## src/rtl/opd_pkg.sv

```systemverilog
package opd_pkg;

    localparam int unsigned OPD_W   = 16;
    localparam int unsigned NREG    = 16;
    localparam int unsigned REG_AW  = $clog2(NREG);
    localparam int unsigned RF_W    = NREG * OPD_W;

    localparam logic [REG_AW-1:0] R_PC = REG_AW'(0);
    localparam logic [REG_AW-1:0] R_SR = REG_AW'(2);
    localparam logic [REG_AW-1:0] R_CG = REG_AW'(3);

    localparam logic [5:0] SINGLE_TAG = 6'b000100;

    typedef enum logic [1:0] {
        SK_REG = 2'd0,
        SK_MEM = 2'd1,
        SK_VAL = 2'd2
    } src_kind_e;

    typedef enum logic [1:0] {
        DK_REG  = 2'd0,
        DK_MEM  = 2'd1,
        DK_NONE = 2'd3
    } dst_kind_e;

    typedef struct packed {
        src_kind_e          kind;
        logic [REG_AW-1:0]  ridx;
        logic [OPD_W-1:0]   addr;
        logic [OPD_W-1:0]   value;
        logic               ext;
        logic               inc;
        logic [OPD_W-1:0]   inc_value;
    } src_dec_t;

    typedef struct packed {
        dst_kind_e          kind;
        logic [REG_AW-1:0]  ridx;
        logic [OPD_W-1:0]   addr;
        logic               ext;
        logic               clr;
    } dst_dec_t;

    function automatic logic is_single_fmt(input logic [15:0] op);
        return op[15:10] == SINGLE_TAG;
    endfunction

    // Value produced by the generator registers; zero for anything else.
    function automatic logic [OPD_W-1:0] gen_const(input logic [REG_AW-1:0] r,
                                                   input logic [1:0] m);
        logic [OPD_W-1:0] v;
        v = '0;
        if (r == R_CG) begin
            case (m)
                2'd0: v = OPD_W'(0);
                2'd1: v = OPD_W'(1);
                2'd2: v = OPD_W'(2);
                default: v = '1;
            endcase
        end else if (r == R_SR) begin
            if (m == 2'd2) v = OPD_W'(4);
            else if (m == 2'd3) v = OPD_W'(8);
        end
        return v;
    endfunction

endpackage

```

## src/rtl/opd_rf_read.sv

```systemverilog
module opd_rf_read
    import opd_pkg::*;
(
    input  logic [RF_W-1:0]   rf_flat,
    input  logic [REG_AW-1:0] idx,
    output logic [OPD_W-1:0]  val
);
    logic [OPD_W-1:0] words [NREG];

    for (genvar g = 0; g < NREG; g++) begin : g_unpack
        assign words[g] = rf_flat[g*OPD_W +: OPD_W];
    end

    assign val = words[idx];
endmodule

```

## src/rtl/opd_src_dec.sv

```systemverilog
module opd_src_dec
    import opd_pkg::*;
(
    input  logic [REG_AW-1:0] sreg,
    input  logic [1:0]        mode,
    input  logic              byte_op,
    input  logic [OPD_W-1:0]  cursor,
    input  logic [OPD_W-1:0]  ext,
    input  logic [OPD_W-1:0]  rval,
    output src_dec_t          dec
);
    always_comb begin
        dec      = '0;
        dec.ridx = sreg;
        if (sreg == R_CG) begin
            dec.kind  = SK_VAL;
            dec.value = gen_const(sreg, mode);
        end else if (sreg == R_SR) begin
            case (mode)
                2'd0: dec.kind = SK_REG;
                2'd1: begin
                    dec.kind = SK_MEM;
                    dec.addr = ext;
                    dec.ext  = 1'b1;
                end
                default: begin
                    dec.kind  = SK_VAL;
                    dec.value = gen_const(sreg, mode);
                end
            endcase
        end else if (sreg == R_PC) begin
            case (mode)
                2'd0: dec.kind = SK_REG;
                2'd1: begin
                    dec.kind = SK_MEM;
                    dec.addr = cursor + ext;
                    dec.ext  = 1'b1;
                end
                2'd2: begin
                    dec.kind = SK_MEM;
                    dec.addr = cursor;
                end
                default: begin
                    dec.kind  = SK_VAL;
                    dec.value = ext;
                    dec.ext   = 1'b1;
                end
            endcase
        end else begin
            case (mode)
                2'd0: dec.kind = SK_REG;
                2'd1: begin
                    dec.kind = SK_MEM;
                    dec.addr = rval + ext;
                    dec.ext  = 1'b1;
                end
                2'd2: begin
                    dec.kind = SK_MEM;
                    dec.addr = rval;
                end
                default: begin
                    dec.kind      = SK_MEM;
                    dec.addr      = rval;
                    dec.inc       = 1'b1;
                    dec.inc_value = rval + (byte_op ? OPD_W'(1) : OPD_W'(2));
                end
            endcase
        end
    end
endmodule

```

## src/rtl/opd_dst_dec.sv

```systemverilog
module opd_dst_dec
    import opd_pkg::*;
(
    input  logic              single,
    input  logic              dmode,
    input  logic              byte_op,
    input  logic [REG_AW-1:0] dreg,
    input  logic [OPD_W-1:0]  cursor,
    input  logic [OPD_W-1:0]  ext,
    input  logic [OPD_W-1:0]  rval,
    output dst_dec_t          dec
);
    always_comb begin
        dec = '0;
        if (single) begin
            dec.kind = DK_NONE;
        end else if (!dmode) begin
            dec.kind = DK_REG;
            dec.ridx = dreg;
            dec.clr  = byte_op;
        end else begin
            dec.kind = DK_MEM;
            dec.ridx = dreg;
            dec.ext  = 1'b1;
            if (dreg == R_SR)      dec.addr = ext;
            else if (dreg == R_PC) dec.addr = cursor + ext;
            else                   dec.addr = rval + ext;
        end
    end
endmodule

```

## src/rtl/opd_mode_decoder.sv

```systemverilog
module opd_mode_decoder
    import opd_pkg::*;
(
    input  logic                clk,
    input  logic                rst,
    input  logic                dec_valid,
    input  logic [15:0]         instr,
    input  logic [OPD_W-1:0]    instr_addr,
    input  logic [OPD_W-1:0]    ext_word0,
    input  logic [OPD_W-1:0]    ext_word1,
    input  logic [RF_W-1:0]     rf_flat,
    output logic                op_valid,
    output logic                is_single,
    output logic                is_byte,
    output logic [1:0]          src_kind,
    output logic [REG_AW-1:0]   src_reg,
    output logic [OPD_W-1:0]    src_addr,
    output logic [OPD_W-1:0]    src_value,
    output logic [1:0]          dst_kind,
    output logic [REG_AW-1:0]   dst_reg,
    output logic [OPD_W-1:0]    dst_addr,
    output logic [1:0]          ext_used,
    output logic [OPD_W-1:0]    pc_next,
    output logic                inc_req,
    output logic [REG_AW-1:0]   inc_reg,
    output logic [OPD_W-1:0]    inc_value,
    output logic                clr_upper
);
    logic              single_c, byte_c;
    logic [REG_AW-1:0] sreg_c, dreg_c;
    logic [OPD_W-1:0]  s_rval, d_rval;
    logic [OPD_W-1:0]  src_cursor, dst_cursor, dst_ext;
    logic [1:0]        ext_c;
    src_dec_t          src_c, src_q;
    dst_dec_t          dst_c, dst_q;
    logic              valid_q, single_q, byte_q;
    logic [1:0]        ext_q;
    logic [OPD_W-1:0]  pc_q;

    assign single_c   = is_single_fmt(instr);
    assign byte_c     = instr[6];
    assign dreg_c     = instr[3:0];
    assign sreg_c     = single_c ? instr[3:0] : instr[11:8];
    assign src_cursor = instr_addr + OPD_W'(2);

    opd_rf_read u_src_rd (.rf_flat(rf_flat), .idx(sreg_c), .val(s_rval));
    opd_rf_read u_dst_rd (.rf_flat(rf_flat), .idx(dreg_c), .val(d_rval));

    opd_src_dec u_src (
        .sreg(sreg_c), .mode(instr[5:4]), .byte_op(byte_c),
        .cursor(src_cursor), .ext(ext_word0), .rval(s_rval), .dec(src_c)
    );

    // Destination word follows the source word when the source used one.
    assign dst_ext    = src_c.ext ? ext_word1 : ext_word0;
    assign dst_cursor = src_c.ext ? instr_addr + OPD_W'(4) : src_cursor;

    opd_dst_dec u_dst (
        .single(single_c), .dmode(instr[7]), .byte_op(byte_c), .dreg(dreg_c),
        .cursor(dst_cursor), .ext(dst_ext), .rval(d_rval), .dec(dst_c)
    );

    assign ext_c = {1'b0, src_c.ext} + {1'b0, dst_c.ext};

    always_ff @(posedge clk) begin
        if (rst) begin
            valid_q  <= 1'b0;
            single_q <= 1'b0;
            byte_q   <= 1'b0;
            ext_q    <= '0;
            pc_q     <= '0;
            src_q    <= '0;
            dst_q    <= '0;
        end else begin
            valid_q <= dec_valid;
            if (dec_valid) begin
                single_q <= single_c;
                byte_q   <= byte_c;
                ext_q    <= ext_c;
                pc_q     <= src_cursor + {{(OPD_W-3){1'b0}}, ext_c, 1'b0};
                src_q    <= src_c;
                dst_q    <= dst_c;
            end
        end
    end

    assign op_valid  = valid_q;
    assign is_single = single_q;
    assign is_byte   = byte_q;
    assign src_kind  = src_q.kind;
    assign src_reg   = src_q.ridx;
    assign src_addr  = src_q.addr;
    assign src_value = src_q.value;
    assign dst_kind  = dst_q.kind;
    assign dst_reg   = dst_q.ridx;
    assign dst_addr  = dst_q.addr;
    assign ext_used  = ext_q;
    assign pc_next   = pc_q;
    assign inc_req   = src_q.inc;
    assign inc_reg   = src_q.inc ? src_q.ridx : '0;
    assign inc_value = src_q.inc_value;
    assign clr_upper = dst_q.clr;
endmodule

```

## config.mk

```make
export PLATFORM = sky130hd
export DESIGN_NAME = opd_mode_decoder
export DESIGN_NICKNAME = d
export VERILOG_FILES = /design/src/rtl/opd_pkg.sv /design/src/rtl/opd_rf_read.sv /design/src/rtl/opd_src_dec.sv /design/src/rtl/opd_dst_dec.sv /design/src/rtl/opd_mode_decoder.sv
export SDC_FILE = /design/constraint.sdc
export NUM_CORES = 1
export LEC_CHECK = 0
export ABC_CLOCK_PERIOD_IN_PS = 6300
export CORE_ASPECT_RATIO = 0.7
export CORE_MARGIN = 3
export CORE_UTILIZATION = 50
export DETAILED_ROUTE_END_ITERATION = 8
export DONT_BUFFER_PORTS = 1
export MAX_ROUTING_LAYER = met4
export PLACE_DENSITY = 0.68
export RECOVER_POWER = 100
export SYNTH_ARGS = -nofsm -noshare
export SYNTH_HDL_FRONTEND = slang
export SYNTH_HIERARCHICAL = 1
export SYNTH_SLANG_ARGS = --single-unit
```

## constraint.sdc

```tcl
create_clock -name clk -period 6.3 [get_ports clk]
set_input_delay 0.315 -clock clk [delete_from_list [all_inputs] [get_ports clk]]
set_output_delay 0.315 -clock clk [all_outputs]
set_load 0.05 [all_outputs]
```

# After elaboration in Yosys (flattened, before gate mapping)
# Index checks and enable logic that the tools add are counted.
# totals
reg_bits	99
inputBits	323
output_inout_bits	103
word_cells	86
# op_classes
n_addsub	9
magnitude_cmp	2
n_eq_ne	7
n_mux	44
n_bitwise	2
n_reduce_logical	7
# op_table
operator	count
two-way mux 16 bit	16
binary-select mux 16 bit (select 4 bit)	2
adder 16 bit	5
two-way mux 17 bit	4
case mux 16 bit (2 select lines)	2
case mux 16 bit (3 select lines)	1
two-way mux 33 bit	1
two-way mux 22 bit	1
two-way mux 18 bit	1
adder 16 x 2 -> 16 bit (second input constant)	1
adder 16 x 3 -> 16 bit	1
adder 16 x 3 -> 16 bit (second input constant)	1
equality test 4 x 2 -> 1 bit (second input constant)	3
two-way mux 4 bit	3
greater-or-equal comparator 5 bit (second input constant)	2
two-way mux 2 bit	5
inverter 4 -> 5 bit	2
logical NOT 4 bit	2
case mux 2 bit (2 select lines)	2
equality test 6 x 3 -> 1 bit (second input constant)	1
OR reduction 2 bit	3
two-way mux 1 bit	5
two-way mux 5 bit	1
equality test 2 bit (second input constant)	2
other kinds (4)	4

# Depth between registers and ports, before layout
# Gate-level depths: netlist of the first run.
# logic_depth
word_depth	19
mapped_depth	25
mapped_depth_nobuf	23

# By module
# Netlist of the first run, hierarchy kept.
# by_module_without_submodules
module	n_inst	cells_each	area_per_inst_um2	seq_area_each_um2
opd_mode_decoder	1	492	4690.7	1981.9
opd_rf_read	2	137	1933.1	0.0
opd_src_dec	1	441	2940.3	0.0
opd_dst_dec	1	185	1290.0	0.0

# Worst setup path before layout of the first run
# Ideal clock, no wire load.
# synth_timing
path_type	input -> register
startpoint	in instr[13]
endpoint	reg dst_q (netlist bit dst_addr[8])
setup_time_ns	0.065
arrival_ns	6.009
required_ns	6.235
path_slack_ns	0.226
stages	21
n_path_buf	3
path_cell_list	or4b_2 > nor3_1 > mux2_2 > or4_4 > buf_6 > clkbuf_1 > nor3_1 > a21oi_1 > a21oi_1 > buf_1 > mux2_2 > mux2_2 > ha_1 > nand2_1 > o21bai_1 > a21boi_0 > o211ai_1 > a2111o_1 > nand3_1 > mux2i_1 > nor2_1
# synth_lines
element	line_no	text
from (decl)	opd_mode_decoder.sv:7	input logic [15:0] instr,
to (signal assigned)	opd_mode_decoder.sv:82	dst_q <= dst_c;
to (decl)	opd_mode_decoder.sv:35	dst_dec_t dst_c, dst_q;

==> impl_metrics.tcl, run 1 <==
set metrics [dict create \
    initial_utilization 0.5131 \
    tns_ns 0 \
    hold_viol_final 0 \
    portBuffers 0 \
    via_per_inst 7.254 \
    clk_latency_ns 0.38 \
    grt_pass1_wl_um 78950 \
    hp-class "in -> reg" \
    rows 48 \
    postSynthAreaPerCell_um2 9.186 \
    gp_congestion 1.033 \
    ant_nets 0 \
    instances_no_fill 1670 \
    die_w_um 197.1 \
    detail_route.wl_per_cell_um 32.72 \
    nets 1710 \
    synth-async-reset-ratio 0 \
    fin_skew_ns 0 \
    drt_iter0_drc 1462 \
    dpl.cell_count 1629 \
    synth_edf_count 0 \
    violations "capacitance limit, slew limit" \
    area_delta_synth_final_pct 3.239 \
    drive_gt1_frac 0.1516 \
    io_pins 426 \
    numCtsBuffers 9 \
    track_usage 0.3990 \
    ir_drop_v 0.0001526 \
    synthesis.nets 1781 \
    drc 0 \
    grt_pass1_vias 11580 \
    status "finished, violations left" \
    power_w 0.002468 \
    utilization 0.5297 \
    max_freq_ghz 0.1741 \
    num_vias 12110 \
    ctsHtreeMaxLevel 3 \
    place_hpwl_um 43480 \
    tightest_slew_ns 1.876 \
    required_ns 6.62 \
    synth.cell_area_mm2 0.01279 \
    antenna_found_initial 10 \
    drv_slew 15 \
    max_slew_margin -0.2605 \
    first_pass_iters 6 \
    cts.path.max_buffers 2 \
    cts_setup_buffers 0 \
    grt_max_degree 101 \
    cts_root_buf "clkbuf_16" \
    crit_type "in -> reg" \
    setup_violations 0 \
    worst_ep_arrival_time_ns 6.06 \
    cts_tree "yes" \
    fin_crit_ns 5.742 \
    rsz0062_at_grt "false" \
    synth-seq-cells 99 \
    clock-sinks 99 \
    dpl-instance-area_mm2 0.01283 \
    core_area_mm2 0.02492 \
    synth_cells 1392 \
    cts_resized 0 \
    powerDensity_mw_per_mm2 186.9 \
    ys_types 86 \
    cp-start-kind "input pin" \
    yosys_warnings 6 \
    die_y_um 139.8 \
    grt_overflow 0 \
    wl_um 54640 \
    synthFlopType "dfxtp_1" \
    design.die.area_mm2 0.02756 \
    clk_pin_slew_worst_paths_ns 0.07 \
    final.period_utilization 0.9115 \
    ys_seq_area_frac 0.1550 \
    crit_fanout 16 \
    cap_violations 1 \
    cp-end-kind "flop" \
    power_leakage_nw 5.200 \
    design_area_mm2 0.01320 \
]
[layout make-up]
class / instances / area, um^2
fill: 2315 / 11720
antenna: 19 / 47.55
clock inverter: 6 / 63.81
sequential: 99 / 1982
clock buffer: 10 / 239.0
inverter: 35 / 131.4
tap: 325 / 406.6
multi-input combinational: 1149 / 10100
timing repair buffer: 27 / 230.2
[synth_stat cells, types with 31 or more instances]
cell | n | area [um^2]
clkbuf_1 | 53 | 198.9
mux4_2 | 108 | 2432
ha_1 | 61 | 763.2
mux2i_1 | 98 | 980.9
a21oi_1 | 90 | 450.4
a22oi_1 | 68 | 510.5
dfxtp_1 | 99 | 1982
nand2_1 | 105 | 394.1
xnor2_1 | 41 | 359.1
nand3_1 | 31 | 155.2
inv_1 | 33 | 123.9
mux2_2 | 35 | 394.1
nor2_1 | 156 | 585.6
[stage by stage]
stage / hold slack (ns) / setup WS (ns)
floorplan: 0.4627 / 0.2260
global placement: 0.3970 / 0.6308
detailed placement: 0.3995 / 0.5802
CTS: 0.00002953 / 0.9650
global route: 0.0006904 / 0.2473
finish: 0.02067 / 0.5577
[path summary, 6_finish.rpt]
path | start | to | slack [ns] | cells after the start
setup / recovery | instr[13] | src_addr[14]$_SDFFE_PP0P_ | 0.56 | 18
hold / removal | rst | dst_addr[7]$_SDFFE_PP0P_ | 0.02 | 1
setup reg to reg | pc_next[14]$_SDFFE_PP0P_ | pc_next[14]$_SDFFE_PP0P_ | 5.11 | 2
hold reg to reg | pc_next[9]$_SDFFE_PP0P_ | pc_next[9]$_SDFFE_PP0P_ | 0.74 | 2
[critical path, stage by stage]
cell      delay [ns]
or4b_2          0.67
nor3_1          0.41
buf_4           0.27
a21o_1          0.14
buf_4           0.16
and2_0          0.97
a22oi_1         0.42
nand2_1         0.31
ha_1            0.33
nor2b_1         0.21
o31ai_1         0.32
o211ai_1        0.20
a221o_1         0.36
a21oi_1         0.23
mux2_2          0.37
a22oi_1         0.16
mux2i_1         0.10
nor2_1          0.10
[metal layers]
metal | GRT usage | wire length (um) | share of wire
met4 | 0.1042 | 1623 | 0.030
met5 | - | 0 | 0
met2 | 0.5524 | 22830 | 0.42
met1 | 0.5323 | 21650 | 0.40
met3 | 0.1757 | 8528 | 0.16
[where the power goes]
group / switching (W) / internal (W)
registers: 0.000168 / 0.000663
clock network: 0.000299 / 0.000291
logic: 0.000572 / 0.000474
[timing repair]
item	CTS	global route
hold buffers	4	2
setup endpoints to repair	0	0
hold endpoints to repair	6	1
[cell families after synthesis]
family                   share of synthesized area
AND/OR/NAND/NOR                             0.1652
AO/OA/AOI/OAI                               0.1709
multiplexers                                0.3400
buffers and inverters                      0.05352
flip-flops                                  0.1550
XOR/XNOR                                   0.04785
adder cells (fa/ha/maj)                    0.06751
[cell usage in the layout (no fill, tap or decap), drive strengths merged, types with 37 or more instances in the layout]
cell type | synthesis | routed
a22oi | 68 | 68
nor2 | 157 | 157
mux2i | 98 | 98
ha | 61 | 61
nand2 | 105 | 105
xnor2 | 41 | 41
mux4 | 128 | 128
dfxtp | 99 | 99
a21oi | 91 | 91
inv | 33 | 37
Power figures use the tool's default switching activity.
==> inputs of run 2 (changes only) <==
--- a/config.mk
+++ b/config.mk
@@ -13,7 +13,8 @@
 export DONT_BUFFER_PORTS = 1
 export MAX_ROUTING_LAYER = met4
 export PLACE_DENSITY = 0.68
-export RECOVER_POWER = 100
+export RECOVER_POWER = 25
+export SKIP_LAST_GASP = 1
 export SYNTH_ARGS = -nofsm -noshare
 export SYNTH_HDL_FRONTEND = slang
 export SYNTH_HIERARCHICAL = 1
==> impl_metrics.tcl, run 2 (synthesized netlist as in run 1, its figures left out) <==
set metrics [dict create \
    status "finished, final reports clean" \
    rr_startpoint "pc_next[14]$_SDFFE_PP0P_" \
    place_hpwl_um 43480 \
    grt_max_degree 101 \
    clk_latency_ns 0.38 \
    max_stage_delay_ns 0.69 \
    tightest_slew_ns 1.135 \
    fin_skew_ns 0 \
    dpl-instance-area_mm2 0.01283 \
    die_y_um 139.8 \
    seqPwrFrac 0.336 \
    final_cell_mix "nor2_1, mux4_2, nand2_1" \
    cp-start-kind "input pin" \
    design_area_mm2 0.01323 \
    crit_slowest_cell "or4b_2" \
    design.die.area_mm2 0.02756 \
    drive_gt1_frac 0.1606 \
    grt_pass1_vias 11580 \
    hp-start "rst" \
    internal-power_w 0.001432 \
    final.period_utilization 0.8633 \
    p_sw_frac 0.4213 \
    rsz0062_at_grt "false" \
    worst_ep_arrival_time_ns 5.76 \
    drc 0 \
    comb_power_share 0.426 \
    hold_viol_final 0 \
    final_common_cell "nor2_1" \
    p_sw_w 0.001043 \
    power_leakage_nw 5.217 \
    max_freq_ghz 0.1839 \
    area_delta_synth_final_pct 3.493 \
    cts_root_buf "clkbuf_16" \
    detail_route.wl_per_cell_um 32.79 \
    num_vias 12050 \
    pwr-share-clk 0.238 \
    first_pass_iters 7 \
    nets 1710 \
    crit_type "in -> reg" \
    max_slew_margin 0.2238 \
    crit_fanout 15 \
    fin_crit_ns 5.439 \
    reg2reg_to "pc_next[14]$_SDFFE_PP0P_" \
    r2r_cells 2 \
    antenna_found_initial 10 \
    tns_ns 0 \
    cts.path.max_buffers 2 \
    drv_slew 0 \
    ant_nets 0 \
    cp-end-kind "flop" \
    die_w_um 197.1 \
    ir_drop_v 0.0001521 \
    powerDensity_mw_per_mm2 187.0 \
    gp_congestion 1.033 \
    clk_pin_slew_worst_paths_ns 0.08 \
    setup_violations 0 \
    ctsHtreeMaxLevel 3 \
    core_area_mm2 0.02492 \
    portBuffers 0 \
    holdPathEnd "dst_addr[7]$_SDFFE_PP0P_" \
    wl_um 54690 \
    cts_tree "yes" \
    cp_cell_sequence "or4b_2 -> nor3_2 -> mux2_4 -> or4_4 -> buf_4 -> a21oi_1 -> a21oi_2 -> mux2i_1 -> nor2_1 -> and2_1 -> nand3_1 -> nor2_1 -> xor2_1 -> mux2_2 -> ha_1 -> and4_1 -> o2111ai_1 -> and3_1 -> o21ai_1 -> mux2i_1 -> mux2i_1 -> nor2_1" \
    drt_iter0_drc 1627 \
    rows 48 \
    required_ns 6.62 \
    track_usage 0.3990 \
    utilization 0.5310 \
    grt_overflow 0 \
    power_w 0.002475 \
    grt_pass1_wl_um 78950 \
    hold_slack_ns 0.01969 \
    io_pins 426 \
    r2r_slack_ns 5.10 \
    hp-class "in -> reg" \
    via_per_inst 7.227 \
    numCtsBuffers 9 \
    clock-sinks 99 \
    hold_depth 1 \
    cap_violations 0 \
    initial_utilization 0.5131 \
]
run 2: worst max-delay path, delay by kind of cell:
family	cells	cell delay, ns
compound gates	4	0.70
xor+xnor	1	0.10
fa+ha+maj	1	0.41
buf+inv	1	0.24
mux	5	1.16
simple gates	10	2.84
run 2: layout make-up:
cell class / count / area [um^2]
Clock inverter: 6 / 63.81
Antenna cell: 17 / 42.54
Timing Repair Buffer: 27 / 230.2
Sequential cell: 99 / 1982
Inverter: 35 / 131.4
Clock buffer: 10 / 239.0
Tap cell: 325 / 406.6
Fill cell: 2313 / 11690
Multi-Input combinational cell: 1149 / 10140
run 2: power by group through the flow:
stage	registers, W	logic (W)	clock network [W]
floorplan	0.000828	0.000829	0
global placement	0.000846	0.00101	0
CTS	0.000832	0.00102	0.000598
detailed placement	0.000846	0.00101	0
global route	0.000835	0.00113	0.000625
finish	0.000831	0.00105	0.000590
run 2: layer usage:
metal,wire [um],up-vias,global-route usage
li1,-,5208,-
met1,21680,5880,0.5323
met2,22880,860,0.5524
met3,8614,106,0.1757
met4,1524,0,0.1042
met5,0,-,-
run 2: through the flow:
stage	cells	worst slack, ns
4_1_cts	1649	0.9650
3_5_place_dp	1629	0.5802
2_1_floorplan	1392	0.2260
3_3_place_gp	1629	0.6308
6_report	1668	0.8611
5_1_grt	1664	0.4937
run 2: what timing repair did:
item | in CTS | in global routing
gates resized for setup | 0 | 0
hold buffers | 4 | 2
endpoints found under the hold margin | 6 | 1
setup buffers | 0 | 0
run 2: worst max-delay path by stage:
stage,endpoint,cells after the start,slack (ns),startpoint
floorplan,dst_addr[8]$_SDFFE_PP0P_,21,0.23,instr[13]
global placement,dst_addr[12]$_SDFFE_PP0P_,22,0.63,instr[13]
detailed placement,dst_addr[12]$_SDFFE_PP0P_,22,0.58,instr[13]
CTS,dst_addr[12]$_SDFFE_PP0P_,22,0.96,instr[13]
global route,dst_addr[12]$_SDFFE_PP0P_,22,0.49,instr[13]
finish,dst_addr[15]$_SDFFE_PP0P_,22,0.86,instr[13]
